===== config.mk =====
export PLATFORM = sky130hd
export DESIGN_NAME = mdio_master
export DESIGN_NICKNAME = d
export VERILOG_FILES = /design/src/rtl/mdio_pkg.sv /design/src/rtl/mdio_clkgen.sv /design/src/rtl/mdio_frame.sv /design/src/rtl/mdio_cmd_reg.sv /design/src/rtl/mdio_master.sv
export SDC_FILE = /design/constraint.sdc
export NUM_CORES = 1
export LEC_CHECK = 0
export ABC_AREA = 1
export BUFFER_PORTS_ARGS = -buffer_cell sky130_fd_sc_hd__buf_2
export CORE_AREA = 2 2 125 127
export DETAILED_ROUTE_END_ITERATION = 10
export DIE_AREA = 0 0 127 129
export GPL_ROUTABILITY_DRIVEN = 1
export MAX_ROUTING_LAYER = met4
export PLACE_DENSITY = 0.78
export SYNTH_ARGS = -nofsm -noshare
export SYNTH_HDL_FRONTEND = slang
export SYNTH_SLANG_ARGS = --single-unit

===== constraint.sdc =====
create_clock -name clk -period 2.3 [get_ports clk]
set_input_delay 0.23 -clock clk [delete_from_list [all_inputs] [get_ports clk]]
set_output_delay 0.23 -clock clk [all_outputs]
set_load 0.01 [all_outputs]

===== src/rtl/mdio_pkg.sv =====
package mdio_pkg;

    // Field widths of the management frame
    localparam int PHY_W  = 5;
    localparam int REG_W  = 5;
    localparam int DATA_W = 16;

    // Start, opcode, two addresses and turnaround
    localparam int HDR_BITS = 2 + 2 + PHY_W + REG_W + 2;

    // Positions inside the command/status word (software decodes these)
    localparam int F_PHY_LSB  = 0;
    localparam int F_REG_LSB  = 8;
    localparam int F_WR_BIT   = 13;
    localparam int F_RD_BIT   = 14;
    localparam int F_DONE_BIT = 15;
    localparam int F_DATA_LSB = 16;

    // Command handed to the frame engine at the start edge
    typedef struct packed {
        logic [PHY_W-1:0]  phy;
        logic [REG_W-1:0]  regad;
        logic [DATA_W-1:0] wdata;
        logic              is_read;
    } mdio_cmd_t;

endpackage


===== src/rtl/mdio_clkgen.sv =====
module mdio_clkgen #(
    parameter int HALF_DIV = 50
) (
    input  logic clk,
    input  logic rst_n,
    input  logic start,
    input  logic run,
    output logic mdc,
    output logic rise_tick,
    output logic fall_tick
);

    localparam int CW = (HALF_DIV > 1) ? $clog2(HALF_DIV) : 1;
    localparam logic [CW-1:0] CNT_LAST = CW'(HALF_DIV - 1);

    typedef struct packed {
        logic [CW-1:0] cnt;
        logic          mdc;
    } div_t;

    div_t div_d, div_q;
    logic wrap;

    assign wrap = run && (div_q.cnt == CNT_LAST);

    always_comb begin
        div_d = div_q;
        if (start) begin
            div_d.cnt = '0;
            div_d.mdc = 1'b0;
        end else if (!run) begin
            div_d = '0;
        end else if (wrap) begin
            div_d.cnt = '0;
            div_d.mdc = !div_q.mdc;
        end else begin
            div_d.cnt = div_q.cnt + 1'b1;
        end
    end

    always_ff @(posedge clk or negedge rst_n) begin
        if (!rst_n) div_q <= '0;
        else        div_q <= div_d;
    end

    assign mdc       = div_q.mdc;
    assign rise_tick = wrap && !div_q.mdc;
    assign fall_tick = wrap && div_q.mdc;

endmodule


===== src/rtl/mdio_frame.sv =====
module mdio_frame
    import mdio_pkg::*;
#(
    parameter int PREAMBLE_LEN = 32
) (
    input  logic              clk,
    input  logic              rst_n,
    input  logic              start,
    input  mdio_cmd_t         cmd_in,
    input  logic              rise_tick,
    input  logic              fall_tick,
    input  logic              mdio_i,
    output logic              mdio_o,
    output logic              mdio_oe,
    output logic              xfer_done,
    output logic [DATA_W-1:0] rx_data
);

    localparam int FRAME_LEN = PREAMBLE_LEN + HDR_BITS + DATA_W;
    localparam int BW        = $clog2(FRAME_LEN);
    localparam int TA_POS    = PREAMBLE_LEN + HDR_BITS - 2;
    localparam int DAT_POS   = PREAMBLE_LEN + HDR_BITS;
    localparam logic [BW-1:0] LAST_IDX = BW'(FRAME_LEN - 1);
    localparam logic [BW-1:0] TA_IDX   = BW'(TA_POS);
    localparam logic [BW-1:0] DAT_IDX  = BW'(DAT_POS);

    typedef struct packed {
        logic                 active;
        logic                 rd;
        logic [BW-1:0]        bit_idx;
        logic [FRAME_LEN-1:0] sh;
        logic [FRAME_LEN-1:0] oe;
        logic [DATA_W-1:0]    rx;
    } frm_t;

    frm_t frm_d, frm_q;
    logic [FRAME_LEN-1:0] line_vec;
    logic [FRAME_LEN-1:0] drive_vec;
    logic                 done_c;

    // Whole frame is laid out once at the start edge, first bit at the MSB
    always_comb begin
        line_vec = {{PREAMBLE_LEN{1'b1}}, 2'b01,
                    (cmd_in.is_read ? 2'b10 : 2'b01),
                    cmd_in.phy, cmd_in.regad,
                    (cmd_in.is_read ? 2'b11 : 2'b10),
                    (cmd_in.is_read ? {DATA_W{1'b1}} : cmd_in.wdata)};
        if (cmd_in.is_read)
            drive_vec = {{TA_POS{1'b1}}, {(FRAME_LEN - TA_POS){1'b0}}};
        else
            drive_vec = '1;
    end

    always_comb begin
        frm_d  = frm_q;
        done_c = 1'b0;
        if (start) begin
            frm_d.active  = 1'b1;
            frm_d.rd      = cmd_in.is_read;
            frm_d.bit_idx = '0;
            frm_d.sh      = line_vec;
            frm_d.oe      = drive_vec;
            frm_d.rx      = '0;
        end else if (frm_q.active) begin
            // PHY data is taken on the MDC rising edge
            if (rise_tick && frm_q.rd && (frm_q.bit_idx >= DAT_IDX))
                frm_d.rx = {frm_q.rx[DATA_W-2:0], mdio_i};
            // Line moves to the next bit on the MDC falling edge
            if (fall_tick) begin
                frm_d.sh = {frm_q.sh[FRAME_LEN-2:0], 1'b1};
                frm_d.oe = {frm_q.oe[FRAME_LEN-2:0], 1'b0};
                if (frm_q.bit_idx == LAST_IDX) begin
                    frm_d.active = 1'b0;
                    done_c       = 1'b1;
                end else begin
                    frm_d.bit_idx = frm_q.bit_idx + 1'b1;
                end
            end
        end
    end

    always_ff @(posedge clk or negedge rst_n) begin
        if (!rst_n) begin
            frm_q        <= '0;
            frm_q.sh     <= '1;
        end else begin
            frm_q <= frm_d;
        end
    end

    assign mdio_o    = frm_q.sh[FRAME_LEN-1];
    assign mdio_oe   = frm_q.oe[FRAME_LEN-1];
    assign xfer_done = done_c;
    assign rx_data   = frm_q.rx;

    // line released from turnaround to the end of a read
    a_r4_read_release: assert property (@(posedge clk) disable iff (!rst_n)
        (frm_q.active && frm_q.rd && (frm_q.bit_idx >= TA_IDX)) |-> !mdio_oe);

    // a write frame keeps the line driven throughout
    a_r3_write_driven: assert property (@(posedge clk) disable iff (!rst_n)
        (frm_q.active && !frm_q.rd) |-> mdio_oe);

endmodule


===== src/rtl/mdio_cmd_reg.sv =====
module mdio_cmd_reg
    import mdio_pkg::*;
(
    input  logic              clk,
    input  logic              rst_n,
    input  logic              reg_wr,
    input  logic [31:0]       reg_wdata,
    input  logic              xfer_done,
    input  logic [DATA_W-1:0] rx_data,
    output logic              start,
    output mdio_cmd_t         cmd_next,
    output logic              busy,
    output logic [31:0]       reg_rdata
);

    typedef struct packed {
        logic              busy;
        logic              done;
        logic              rd;
        logic              wr;
        logic [PHY_W-1:0]  phy;
        logic [REG_W-1:0]  regad;
        logic [DATA_W-1:0] data;
    } creg_t;

    creg_t cr_d, cr_q;
    logic  req;
    logic  unused_gap;

    assign unused_gap = ^reg_wdata[F_REG_LSB-1:F_PHY_LSB+PHY_W];

    always_comb begin
        req              = reg_wdata[F_RD_BIT] | reg_wdata[F_WR_BIT];
        cmd_next.phy     = reg_wdata[F_PHY_LSB +: PHY_W];
        cmd_next.regad   = reg_wdata[F_REG_LSB +: REG_W];
        cmd_next.wdata   = reg_wdata[F_DATA_LSB +: DATA_W];
        cmd_next.is_read = reg_wdata[F_RD_BIT];
    end

    always_comb begin
        cr_d  = cr_q;
        start = 1'b0;
        if (cr_q.busy) begin
            // Writes arriving here are dropped on purpose
            if (xfer_done) begin
                cr_d.busy = 1'b0;
                cr_d.done = 1'b1;
                cr_d.rd   = 1'b0;
                cr_d.wr   = 1'b0;
                if (cr_q.rd) cr_d.data = rx_data;
            end
        end else if (reg_wr) begin
            if (reg_wdata[F_DONE_BIT]) cr_d.done = 1'b0;
            if (req) begin
                start      = 1'b1;
                cr_d.busy  = 1'b1;
                cr_d.done  = 1'b0;
                cr_d.rd    = cmd_next.is_read;
                cr_d.wr    = !cmd_next.is_read;
                cr_d.phy   = cmd_next.phy;
                cr_d.regad = cmd_next.regad;
                cr_d.data  = cmd_next.wdata;
            end
        end
    end

    always_ff @(posedge clk or negedge rst_n) begin
        if (!rst_n) cr_q <= '0;
        else        cr_q <= cr_d;
    end

    always_comb begin
        reg_rdata                           = '0;
        reg_rdata[F_PHY_LSB +: PHY_W]       = cr_q.phy;
        reg_rdata[F_REG_LSB +: REG_W]       = cr_q.regad;
        reg_rdata[F_WR_BIT]                 = cr_q.wr;
        reg_rdata[F_RD_BIT]                 = cr_q.rd;
        reg_rdata[F_DONE_BIT]               = cr_q.done;
        reg_rdata[F_DATA_LSB +: DATA_W]     = cr_q.data;
    end

    assign busy = cr_q.busy;

    // the flag only rises as a transaction ends
    a_r7_done_at_end: assert property (@(posedge clk) disable iff (!rst_n)
        $rose(cr_q.done) |-> $fell(cr_q.busy));

    // clear-only write drops the flag and keeps the data field
    a_r8_w1c: assert property (@(posedge clk) disable iff (!rst_n)
        (!cr_q.busy && reg_wr && reg_wdata[F_DONE_BIT] && !req)
        |=> (!cr_q.done && $stable(cr_q.data)));

    // addresses hold while a write arrives during a transaction
    a_r9_busy_ignored: assert property (@(posedge clk) disable iff (!rst_n)
        (cr_q.busy && reg_wr) |=> ($stable(cr_q.phy) && $stable(cr_q.regad)));

    // both request bits give a read
    a_r10_read_wins: assert property (@(posedge clk) disable iff (!rst_n)
        (start && reg_wdata[F_RD_BIT] && reg_wdata[F_WR_BIT]) |=> (cr_q.rd && !cr_q.wr));

endmodule


===== src/rtl/mdio_master.sv =====
module mdio_master
    import mdio_pkg::*;
#(
    parameter int HALF_DIV     = 50,
    parameter int PREAMBLE_LEN = 32
) (
    input  logic        clk,
    input  logic        rst_n,
    input  logic        reg_wr,
    input  logic [31:0] reg_wdata,
    output logic [31:0] reg_rdata,
    output logic        mdc,
    output logic        mdio_o,
    output logic        mdio_oe,
    input  logic        mdio_i
);

    localparam int HW = ((HALF_DIV > 1) ? $clog2(HALF_DIV) : 1) + 2;
    localparam logic [HW-1:0] HOLD_LAST = HW'(HALF_DIV - 1);

    logic              start;
    logic              busy;
    logic              xfer_done;
    logic              rise_tick;
    logic              fall_tick;
    mdio_cmd_t         cmd_next;
    logic [DATA_W-1:0] rx_data;

    mdio_cmd_reg u_cmd (
        .clk       (clk),
        .rst_n     (rst_n),
        .reg_wr    (reg_wr),
        .reg_wdata (reg_wdata),
        .xfer_done (xfer_done),
        .rx_data   (rx_data),
        .start     (start),
        .cmd_next  (cmd_next),
        .busy      (busy),
        .reg_rdata (reg_rdata)
    );

    mdio_clkgen #(.HALF_DIV(HALF_DIV)) u_clk (
        .clk       (clk),
        .rst_n     (rst_n),
        .start     (start),
        .run       (busy),
        .mdc       (mdc),
        .rise_tick (rise_tick),
        .fall_tick (fall_tick)
    );

    mdio_frame #(.PREAMBLE_LEN(PREAMBLE_LEN)) u_frame (
        .clk       (clk),
        .rst_n     (rst_n),
        .start     (start),
        .cmd_in    (cmd_next),
        .rise_tick (rise_tick),
        .fall_tick (fall_tick),
        .mdio_i    (mdio_i),
        .mdio_o    (mdio_o),
        .mdio_oe   (mdio_oe),
        .xfer_done (xfer_done),
        .rx_data   (rx_data)
    );

    // Independent phase timer: cycles since mdc last moved or a run began
    logic          mdc_prev_q;
    logic          busy_prev_q;
    logic [HW-1:0] hold_q;

    always_ff @(posedge clk or negedge rst_n) begin
        if (!rst_n) begin
            mdc_prev_q  <= 1'b0;
            busy_prev_q <= 1'b0;
            hold_q      <= '0;
        end else begin
            mdc_prev_q  <= mdc;
            busy_prev_q <= busy;
            if ((mdc != mdc_prev_q) || (busy && !busy_prev_q))
                hold_q <= '0;
            else if (hold_q != '1)
                hold_q <= hold_q + 1'b1;
        end
    end

    // every MDC level lasts HALF_DIV cycles
    a_r5_mdc_half_period: assert property (@(posedge clk) disable iff (!rst_n)
        (mdc != mdc_prev_q) |-> (hold_q == HOLD_LAST));

    // the data line moves only with a falling MDC
    a_r6_mdio_on_fall: assert property (@(posedge clk) disable iff (!rst_n)
        !$stable(mdio_o) |-> $fell(mdc));

    // MDC idles low
    a_r5_mdc_idle_low: assert property (@(posedge clk) disable iff (!rst_n)
        (!busy && !$fell(busy)) |-> !mdc);

endmodule


Word-level counts from Yosys, hierarchy flattened

Index checks and enable logic that the tools add are counted.

Word-level logic and storage cells: 78
Input bits: 36
Flip-flop bits (word level): 189
Output and inout port bits: 35

Order comparisons: 1
Equal/unequal tests: 6
Bitwise logic cells: 2
Mux-type cells: 32
Add/subtract/negate cells: 2
Reductions and logical operators: 20

Operators with widths:

| kind                                                                    | count |
|---|---|
| 150-bit 2-to-1 mux                                                      | 2 |
| 134-bit 2-to-1 mux                                                      | 1 |
| 16-bit 2-to-1 mux                                                       | 5 |
| 30-bit 2-to-1 mux                                                       | 2 |
| 18-bit 2-to-1 mux                                                       | 1 |
| 1-bit 2-to-1 mux                                                        | 14 |
| 7-bit 2-to-1 mux                                                        | 2 |
| 6-bit by 1-bit adder with 6-bit output, second input constant           | 2 |
| 6-bit equality test, second input constant                              | 2 |
| 6-bit 2-to-1 mux                                                        | 2 |
| 3-bit AND reduction                                                     | 4 |
| 2-bit nonzero test                                                      | 5 |
| 4-bit 2-to-1 mux                                                        | 2 |
| 6-bit greater-or-equal comparator, second input constant                | 1 |
| 1-bit logical AND                                                       | 5 |
| 2-bit inequality test, second input constant                            | 2 |
| 2-bit AND reduction                                                     | 2 |
| 4-bit AND reduction                                                     | 1 |
| 3-bit by 2-bit inequality test with 1-bit output, second input constant | 1 |
| 3-bit nonzero test                                                      | 1 |
| 1-bit logical NOT                                                       | 2 |
| 2-bit 2-to-1 mux                                                        | 1 |
| 2-bit by 1-bit inequality test with 1-bit output, second input constant | 1 |
| 1-bit inverter                                                          | 1 |
| 1-bit OR                                                                | 1 |

Depth between registers and ports, before layout

Gate-level depths: netlist of run 1.

Depth in word-level cells: 8
Mapped depth: 12
Mapped depth without buffers: 11

By module

A second synthesis of run 1 with hierarchy kept.

Cells, all modules: 875
Area total of the unflattened synthesis: 8768.4 sq um

Modules (own cells, without submodules):

| module       | cells each | area an instance (sq um) | sequential area each (sq um) | instances |
|---|---|---|---|---|
| mdio_frame   | 606        | 6658.9                   | 3883.7                       | 1 |
| mdio_cmd_reg | 225        | 1726.7                   | 750.7                        | 1 |
| mdio_clkgen  | 44         | 382.9                    | 175.2                        | 1 |

Worst setup path before layout of run 1

No wires, ideal clock.

Path type: register to register
Start: reg u_clk.div_q[2] (netlist bit)
End: reg u_frame.frm_q[146] (netlist bit)
Path slack: 0.651 ns
Arrival: 1.528 ns
Cell stages (with the launch flop): 13
Library setup time: 0.121 ns
Clock period less this slack: 1.649 ns
Data required time: 2.179 ns
Buffers on the path: 1
Path through: dfrtp_1 > inv_1 > ha_1 > inv_1 > nor2_2 > nand3_2 > nor2_4 > nand2_2 > nand2_2 > nand2_1 > buf_2 > nand2_1 > o21ai_1

Longest elaborated chain between the ends: 5

Ends and longest elaborated chain:

| element                       | RTL line          | text |
|---|---|---|
| from (decl)                   | mdio_clkgen.sv:21 | `div_t div_d, div_q;` |
| from (signal assigned)        | mdio_clkgen.sv:43 | `else div_q <= div_d;` |
| 6-bit equality test           | mdio_clkgen.sv:24 | `assign wrap = run && (div_q.cnt == CNT_LAST);` |
| 1-bit logical AND             | mdio_clkgen.sv:24 |  |
| 1-bit logical AND             | mdio_clkgen.sv:48 | `assign fall_tick = wrap && div_q.mdc;` |
| 2-bit nonzero test (no line)  | -                 |  |
| 3-bit AND reduction (no line) | -                 |  |
| to (signal assigned)          | mdio_frame.sv:87  | `frm_q <= frm_d;` |
| to (decl)                     | mdio_frame.sv:36  | `frm_t frm_d, frm_q;` |

Every way passes these cells.
A chain may end at the register's enable or synchronous reset.

Worst setup path in the final report of run 1

Start: reg u_frame.frm_q[144] (netlist bit)
End: reg u_cmd.cr_q, in the netlist u_cmd.reg_rdata[18]

Longest elaborated chain between the ends: 7

Ends and longest elaborated chain:

| element                                                    | RTL line           | text |
|---|---|---|
| 6-bit equality test                                        | mdio_frame.sv:72   | `if (frm_q.bit_idx == LAST_IDX) begin` |
| 1-bit 2-to-1 mux                                           | mdio_frame.sv:72   |  |
| 1-bit 2-to-1 mux                                           | mdio_frame.sv:69   | `if (fall_tick) begin` |
| 1-bit 2-to-1 mux                                           | mdio_frame.sv:64   | `end else if (frm_q.active) begin` |
| 1-bit 2-to-1 mux                                           | mdio_frame.sv:57   | `if (start) begin` |
| 2-bit by 1-bit inequality test with 1-bit output (no line) | -                  |  |
| 4-bit AND reduction (no line)                              | -                  |  |
| to (signal assigned)                                       | mdio_cmd_reg.sv:69 | `else cr_q <= cr_d;` |
| to (decl)                                                  | mdio_cmd_reg.sv:26 | `creg_t cr_d, cr_q;` |

Every way passes these cells.

==> results of run 1 <==
cell families after synthesis:
group | count (synthesis) | synth area share
AO/OA/AOI/OAI | 239 | 0.163
flip-flops | 189 | 0.591
XOR/XNOR | 7 | 0.00754
AND/OR/NAND/NOR | 330 | 0.163
adder cells (fa/ha/maj) | 3 | 0.00462
buffers and inverters | 128 | 0.0692
other | 1 | 0.000461
cells in the mapped netlist (5+ instances only):
cell type / instances / area [um2]
buf_2: 23 / 115
buf_4: 8 / 60.1
clkbuf_1: 27 / 101
dfrtp_1: 125 / 3130
dfstp_2: 64 / 1680
inv_1: 63 / 236
nand2_1: 268 / 1010
nand3_1: 24 / 120
nor2_1: 24 / 90.1
o211ai_1: 21 / 158
o21a_1: 6 / 45.0
o21ai_0: 142 / 711
o21ai_1: 41 / 205
o22ai_1: 16 / 100
o31ai_1: 7 / 52.6
xor2_1: 5 / 43.8
power groups by stage:
stage	sequential, mW	combinational, mW	clock [mW]
6_report	5.37	2.34	2.88
5_1_grt	5.51	2.72	3.06
4_1_cts	5.36	2.38	2.92
3_5_place_dp	5.39	2.34	0
3_3_place_gp	5.36	2.24	0
2_1_floorplan	5.39	1.55	0
repair_timing:
action,in CTS,in global routing
hold endpoints to repair,45,0
endpoints found under the setup margin,0,0
hold buffers,1,0
registers in the layout (all words and copies together) (netlist names):
| register | cells |
|---|---|
| u_clk.mdc | 1 |
| u_clk.div_q | 6 |
| u_frame.mdio_o | 1 |
| u_cmd.busy | 1 |
| u_frame.mdio_oe | 1 |
| u_frame.rx_data | 16 |
| u_cmd.reg_rdata | 29 |
| u_frame.frm_q | 134 |
cell type report:
type | instances | area, um2
tap | 188 | 235
multi-input combinational | 582 | 2770
inverter | 66 | 248
sequential | 189 | 4810
clock inverter | 13 | 131
clock buffer | 19 | 454
fill | 1213 | 5820
timing repair buffer | 79 | 507
worst paths after layout:
path / start / end / slack [ps]
max: u_frame.frm_q[144]$_DFFE_PN0P_ / u_cmd.reg_rdata[18]$_DFFE_PN0P_ / 360
min: reg_wdata[10] / u_cmd.reg_rdata[10]$_DFFE_PN0P_ / 20
max reg2reg: u_frame.frm_q[144]$_DFFE_PN0P_ / u_cmd.reg_rdata[18]$_DFFE_PN0P_ / 360
min reg2reg: u_cmd.reg_rdata[28]$_DFFE_PN0P_ / u_cmd.reg_rdata[28]$_DFFE_PN0P_ / 470
max in group asynchronous: rst_n / u_frame.frm_q[99]$_DFFE_PN1P_ / 1160
min in group asynchronous: rst_n / u_clk.div_q[5]$_DFF_PN0_ / 330
worst max-delay path: cells and delay by family (launching register included):
family        cells  cell delay (ps)
simple gates      9             1200
flops             1              420
fa+ha+maj         1              210
routing by layer:
layer	up-vias	routed length, um	global-route usage
li1	2988	-	-
met1	2968	7680	0.296
met2	142	7620	0.327
met3	16	684	0.0474
met4	0	153	0.0517
met5	-	0	-
stage by stage:
| step | util | cell area [um2] | worst slack, ps |
|---|---|---|---|
| finish | 0.611 | 9160 | 365 |
| global route | 0.611 | 9160 | 151 |
| CTS | 0.611 | 9160 | 351 |
| detailed placement | 0.572 | 8560 | 383 |
| global placement | 0.572 | 8560 | 448 |
| floorplan | - | 8140 | 651 |
==> impl_metrics.toml, run 1 <==
[timing]
layout_min_cycle_time_ps = 1940
slew_headroom = 0.632
tightest_slew_ps = 550
fin_setup_tns_ps = 0
slew_violations = 0
fmax_mhz = 517
hold_violations = 0
finClkSkew_ps = 12.9
period_share = 0.841
holdWs_ps = 23.7
setup_viol = 0
rsz0062_at_grt = "false"

[grt]
grt_max_degree = 87
grt_antenna_before_repair = 0
grt_pass1_vias = 5756
grt-ovfl-total = 0
grt_pass1_wl_um = 27600
track_usage = 0.214

[status]
outcome = "complete, no violations"

[power]
p_sw_mw = 3.28
p_per_area_nw_per_um2 = 1160
p_seq_frac = 0.507
p_leak_nw = 4.44
p_clk_frac = 0.272
switching_share = 0.310
p_comb_frac = 0.221
vdd_drop_max_uv = 711
p_int_mw = 7.31
power_mw = 10.6

[clocking]
cts_tree = "done"
cts_htree_levels = 4
clk_pin_slew_ps = 80
cts_sinks = 189
cts-resized-gates = 0
cts_max_path_buffers = 2
postCtsSetupRepairBufs = 0
cts_root_buf = "clkbuf_16"
cts_buffers = 17
clk_latency_ps = 430

[critical_path]
crit_chain = "ha_1, nand2_1, nor2_1, nand2_1, nor2_4, nand3_2, nand2_4, nand2_4, nand2_1, nand2_1"
worstSetupPathType = "reg -> reg"
crit_top_cell = "nand2_1"
cp_slowest_cell = "dfrtp_1"
critPathArrivalTime_ps = 2250
cp_data_required_time_ps = 2620
end_kind = "flop"
cp_max_fo = 18
cp-start-kind = "flop"
reg2regPathDepth = 10
critPathMaxStageDelay_ps = 420

[drt]
drtAntennaViolNets = 0
dr.pass1.iters = 5
viasPerCell = 5.38
remaining_drc_errors = 0
wl_per_cell_um = 14.2
drtIter0Drc = 507
finalWirelength_um = 16100
vias = 6114

[die]
die_area_um2 = 16400
die_w_um = 127
rows = 45
die_y_um = 129
core_area_um2 = 15000
ios = 71
start_util = 0.543

[hold_path]
worstHoldPathCells = 3
worstHoldPathType = "in -> reg"

[yosys]
syn-cell-area_um2 = 8130
synth_flop_cell = "dfrtp_1"
post_synth.cell_area_avg_um2 = 9.07
synth_seq_cells = 189
syn_inst = 897
ys_seq_area_frac = 0.591
ys_async_sr_fraction = 1.00
yosysUniqueCellTypes = 34
synth_edf_count = 0
yosysWarningCount = 0

[cells_and_area]
diodes = 0
areaGrowthSynthToFinish_pct = 12.6
nets = 974
mostFrequentLayoutCells = "268 x nand2_1, 142 x o21ai_0, 125 x dfrtp_1, 64 x dfstp_2"
layout-drive-gt1-share = 0.200
final_cells = 1136
final_common_cell = "nand2_1"

[placed_design]
dp.cells = 1103
port-buffer-count = 64
hpwl_um = 9630
place.gp.congestion = 0.801

[flow_run]
maxCapViolCount = 0
No activity file was read; power rests on OpenSTA's default activity.
==> inputs of run 2 (changes only) <==
--- a/config.mk
+++ b/config.mk
@@ -7,12 +7,12 @@
 export LEC_CHECK = 0
 export ABC_AREA = 1
 export BUFFER_PORTS_ARGS = -buffer_cell sky130_fd_sc_hd__buf_2
-export CORE_AREA = 2 2 125 127
+export CORE_AREA = 2 2 126 128
 export DETAILED_ROUTE_END_ITERATION = 10
-export DIE_AREA = 0 0 127 129
+export DIE_AREA = 0 0 128 130
 export GPL_ROUTABILITY_DRIVEN = 1
 export MAX_ROUTING_LAYER = met4
-export PLACE_DENSITY = 0.78
+export PLACE_DENSITY = 0.79
 export SYNTH_ARGS = -nofsm -noshare
 export SYNTH_HDL_FRONTEND = slang
 export SYNTH_SLANG_ARGS = --single-unit
==> constraint.sdc (replaced) <==
create_clock -name clk -period 1.6 [get_ports clk]
set_input_delay 0.16 -clock clk [delete_from_list [all_inputs] [get_ports clk]]
set_output_delay 0.16 -clock clk [all_outputs]
set_load 0.01 [all_outputs]
==> run 2 against run 1 <==
  * The run now ends with setup timing left
  * Non-clock buffer count increased by 71
  * Die area increased by 1.6%
  * Combinational power increased by 100%
  * Sequential share of layout area decreased by 8.0 points
  * Critical path depth increased by 2
  * Global-route usage increased by 2.7 points
  * Maximum frequency increased by 5.0%
  * Clock skew decreased by 0.51 ps
  * Clock power increased by 46%
  * Register-to-register slack got worse by 610 ps
  * Largest power group unchanged
==> impl_metrics.toml, run 2 (synthesis gave the netlist of run 1 again) <==
[placed_design]
post-place-ws_ps = -164
dp.cells = 1138
port-buffer-count = 64
place.gp.congestion = 0.790
hpwl_um = 10700
placed_area_um2 = 8970

[timing]
fin_ws_ps = -243
layout_min_cycle_time_ps = 1840
fin_setup_tns_ps = -23980
holdWs_ps = 24.2
setup_viol = 170
finClkSkew_ps = 12.4
period_share = 1.15
slew_violations = 0
hold_violations = 0
rsz0062_at_grt = "true"
fmax_mhz = 543

[grt]
grt-ovfl-total = 0
grt_pass1_wl_um = 31000
grt_max_degree = 49
track_usage = 0.241
grt_pass1_vias = 6354
grt_antenna_before_repair = 0

[drt]
finalWirelength_um = 21500
wl_per_cell_um = 17.7
drtIter0Drc = 766
vias = 6950
drtAntennaViolNets = 0
viasPerCell = 5.73
remaining_drc_errors = 0
dr.pass1.iters = 6

[power]
p_leak_nw = 5.09
p_per_area_nw_per_um2 = 1560
power_mw = 16.8
vdd_drop_max_uv = 1010

[hold_path]
hp-start = "mdio_i"
worstHoldPathType = "in -> reg"

[clocking]
clk_pin_slew_ps = 70
clk_latency_ps = 440
cts_root_buf = "clkbuf_16"
cts_htree_levels = 4
cts_buffers = 17
cts_tree = "done"
cts_max_path_buffers = 2
cts_sinks = 189

[critical_path]
worstSetupPathType = "reg -> reg"
worstSetupStartpoint = "u_clk.div_q[2]$_DFF_PN0_"
critPathArrivalTime_ps = 2210
cp_max_fo = 18
cp_data_required_time_ps = 1970
end_kind = "flop"
cp-start-kind = "flop"
r2r-start = "u_clk.div_q[2]$_DFF_PN0_"

[die]
die_y_um = 130
die_area_um2 = 16600
die_w_um = 128
rows = 46
start_util = 0.527
ios = 71
core_area_um2 = 15400

[status]
failed_checks = "setup timing"
outcome = "complete, but fails checks"

[cells_and_area]
final_cells = 1213
areaGrowthSynthToFinish_pct = 32.7
final_common_cell = "nand2_1"
nets = 1047
largest_register_ffs = 134
utilization = 0.700
mostFrequentLayoutCells = "220 x nand2_1, 125 x dfrtp_1, 64 x dfstp_2, 63 x buf_2, 62 x inv_1"
layout-drive-gt1-share = 0.370
fin_area_um2 = 10800
diodes = 0
top_register = "u_frame.frm_q"

[flow_run]
maxCapViolCount = 0
run 2: cell count changes in the layout (fill, tap and decap cells not counted), sizes merged:
cell / delta
buf: +53
clkbuf: +7
clkinv: -3
clkinvlp: +2
dlygate4sd3: +11
inv: +1
nand2: +2
run 2: cell type report:
| class | count | area, um2 |
|---|---|---|
| flip-flops and latches | 189 | 4810 |
| fillers | 996 | 4630 |
| clock inverters | 13 | 126 |
| repair buffers | 150 | 1550 |
| inverters | 66 | 248 |
| multi-input cells | 584 | 3370 |
| well taps | 192 | 240 |
| clock buffers | 19 | 454 |
run 2: worst paths after layout:
path	to	slack (ps)	depth (start not counted)
min in group asynchronous	u_clk.div_q[5]$_DFF_PN0_	190	2
worst max register to register	u_frame.frm_q[97]$_DFFE_PN1P_	-240	12
max in group asynchronous	u_frame.frm_q[90]$_DFFE_PN1P_	740	3
worst max-delay path	u_frame.frm_q[97]$_DFFE_PN1P_	-240	12
worst min register to register	u_cmd.reg_rdata[24]$_DFFE_PN0P_	470	2
worst min-delay path	u_frame.rx_data[0]$_DFFE_PN0P_	20	3
run 2: report_power, final:
| part | switching (mW) | internal (mW) |
|---|---|---|
| sequential | 0.972 | 6.89 |
| clock | 1.93 | 2.27 |
| combinational | 2.74 | 2.05 |
| total | 5.64 | 11.2 |
run 2: critical path, stage by stage (launching register included):
cell	delay, ps
dfrtp_1	380
inv_1	70
ha_2	170
inv_2	40
nor2_4	100
nand3_2	100
nor2_4	140
buf_6	140
nand2_8	80
nand2_8	140
buf_12	160
o21ai_1	150
o21ai_4	100
run 2: per-layer routing:
layer,wire [um],part of all wire,vias to the layer above,global-route usage
met4,595,0.028,0,0.0705
met5,0,0,-,-
met3,1180,0.055,55,0.0504
met1,8740,0.41,3444,0.313
met2,11000,0.51,285,0.388
li1,-,-,3166,-
run 2: what timing repair did:
item                       4_1_cts  5_1_grt
hold endpoints to repair       110        0
hold buffers                    12        0
pin swaps                        6       21
setup buffers                   14        3
cloned                           7        9
resized for setup               95      143
setup endpoints to repair      146      170
==> inputs of run 3 (changes only) <==
--- a/config.mk
+++ b/config.mk
@@ -13,6 +13,7 @@
 export GPL_ROUTABILITY_DRIVEN = 1
 export MAX_ROUTING_LAYER = met4
 export PLACE_DENSITY = 0.79
+export RECOVER_POWER = 50
 export SYNTH_ARGS = -nofsm -noshare
 export SYNTH_HDL_FRONTEND = slang
 export SYNTH_SLANG_ARGS = --single-unit
==> run 3 against run 2 <==
  * The run still ends with setup timing left
  * Combinational power about the same
  * Clock power about the same
  * Clock skew decreased by 2.4 ps
  * Utilization down 0.31 points
  * Sequential share of layout area increased by 0.20 points
  * Critical path depth is the same
  * Global-route usage is the same
  * Final cell count unchanged
  * Sequential power hardly changed
==> impl_metrics.toml, run 3 (synthesis gave the netlist of run 1 again) <==
[power]
p_seq_frac = 0.467
p_sw_mw = 5.63
p_per_area_nw_per_um2 = 1570
vdd_drop_max_uv = 1010
switching_share = 0.335
p_int_mw = 11.2
p_leak_nw = 5.08
p_clk_frac = 0.250
p_comb_frac = 0.283

[drt]
remaining_drc_errors = 0
dr.pass1.iters = 5
drtIter0Drc = 701
viasPerCell = 5.72
wl_per_cell_um = 17.7
vias = 6934
drtAntennaViolNets = 0
finalWirelength_um = 21500

[timing]
setup_viol = 170
holdWs_ps = 28.2
fmax_mhz = 542
finClkSkew_ps = 9.98
period_share = 1.15
fin_ws_ps = -244
layout_min_cycle_time_ps = 1840
slew_headroom = 0.364
rsz0062_at_grt = "true"
hold_violations = 0
slew_violations = 0
tightest_slew_ps = 954

[die]
core_area_um2 = 15400
rows = 46
die_w_um = 128
die_y_um = 130
ios = 71
start_util = 0.527
die_area_um2 = 16600

[clocking]
clk_pin_slew_ps = 70
cts_root_buf = "clkbuf_16"
cts_htree_levels = 4
cts_max_path_buffers = 2
clk_latency_ps = 440
cts_tree = "done"
cts_buffers = 17
cts_sinks = 189

[grt]
grt_pass1_wl_um = 31000
grt_max_degree = 49
track_usage = 0.241
grt.met3_usage = 0.0504
grt-ovfl-total = 0
grt_pass1_vias = 6354
grt_use_met1 = 0.313
grt_use_met2 = 0.388
grt_busiest_layer = "met2"
grt_antenna_before_repair = 0

[cells_and_area]
top_register = "u_frame.frm_q"
diodes = 0
largest_register_ffs = 134
fin_area_um2 = 10700
nets = 1047
areaGrowthSynthToFinish_pct = 32.1
nFillCells = 1002
layout-drive-gt1-share = 0.370
final_common_cell = "nand2_1"
mostFrequentLayoutCells = "220 x nand2_1, 125 x dfrtp_1, 64 x dfstp_2, 63 x buf_2, 62 x inv_1"

[status]
outcome = "complete, but fails checks"
failed_checks = "setup timing"

[hold_path]
worstHoldPathType = "in -> reg"

[placed_design]
hpwl_um = 10700
place.gp.congestion = 0.790
placed_area_um2 = 8970
port-buffer-count = 64

[critical_path]
path_buf_inv = 4
crit_family = "simple AND/OR/NAND/NOR gates"
critPathArrivalTime_ps = 2210
cp_data_required_time_ps = 1970
cp_max_fo = 18
crit_chain = "inv_1, ha_2, inv_2, nor2_4, nand3_2, nor2_4, buf_6, nand2_8, nand2_8, buf_12, o21ai_1, o21ai_4"
cp-start-kind = "flop"
worstSetupPathType = "reg -> reg"
cp_slowest_cell = "dfrtp_1"
critPathMaxStageDelay_ps = 380
end_kind = "flop"

[flow_run]
maxCapViolCount = 0
run 3: cell count changes in the layout (fill, tap and decap cells not counted), sizes merged:
cell    delta
clkbuf     +4
buf        -4
run 3: worst register-to-register path, cell delays in order (launching register included):
cell and delay (ps):
dfrtp_1 380, inv_1 70, ha_2 170, inv_2 40
nor2_4 100, nand3_2 100, nor2_4 140, buf_6 140
nand2_8 80, nand2_8 140, buf_12 160, o21ai_1 150
o21ai_4 100
run 3: power groups by stage:
| stage | clock network [mW] | logic, mW | registers [mW] |
|---|---|---|---|
| after detailed placement | 0 | 3.68 | 7.69 |
| after floorplan | 0 | 2.25 | 7.75 |
| after global placement | 0 | 3.53 | 7.65 |
| final | 4.20 | 4.76 | 7.86 |
| after global routing | 4.43 | 5.28 | 8.01 |
| after CTS | 4.21 | 4.16 | 7.67 |
run 3: worst paths after layout:
kind                                           startpoint                              to  slack (ps)  cells past startpoint
hold / removal                                     mdio_i  u_frame.rx_data[0]$_DFFE_PN0P_          30                      3
hold reg to reg            u_frame.frm_q[133]$_DFFE_PN1P_  u_frame.frm_q[133]$_DFFE_PN1P_         470                      2
max in group asynchronous                           rst_n  u_frame.frm_q[104]$_DFFE_PN1P_         150                      3
setup / recovery                 u_clk.div_q[2]$_DFF_PN0_   u_frame.frm_q[97]$_DFFE_PN1P_        -240                     12
min in group asynchronous                           rst_n        u_clk.div_q[5]$_DFF_PN0_         410                      2
setup reg to reg                 u_clk.div_q[2]$_DFF_PN0_   u_frame.frm_q[97]$_DFFE_PN1P_        -240                     12
run 3: layer usage:
metal | vias to the layer above | share of wire
met1 | 3420 | 0.41
li1 | 3171 | -
met5 | - | 0
met4 | 0 | 0.027
met2 | 289 | 0.51
met3 | 54 | 0.054
run 3: stage by stage:
step	std cells	power (mW)	TNS (ps)	setup slack, ps	util
6_report	1213	16.8	-24110	-244	0.697
3_5_place_dp	1138	11.4	-12030	-164	0.582
5_1_grt	1213	17.7	-41990	-341	0.697
3_3_place_gp	1138	11.2	-6510	-98.8	0.582
2_1_floorplan	899	10.0	-704	-39.2	-
4_1_cts	1202	16.0	-14070	-143	0.661
run 3: what timing repair did:
item / in CTS / in global routing
endpoints found under the hold margin: 110 / 0
setup endpoints to repair: 146 / 170
pin swaps: 6 / 21
resized for setup: 95 / 143
setup buffers: 14 / 3
hold buffers: 12 / 0
cloned: 7 / 9
run 3: final cells by class:
type	instances	area, um2	share of cell area
clock buffers	19	454	0.0423
clock inverters	13	126	0.0118
inverters	66	248	0.0231
multi-input cells	584	3370	0.313
flip-flops and latches	189	4810	0.448
well taps	192	240	0.0224
repair buffers	150	1500	0.140
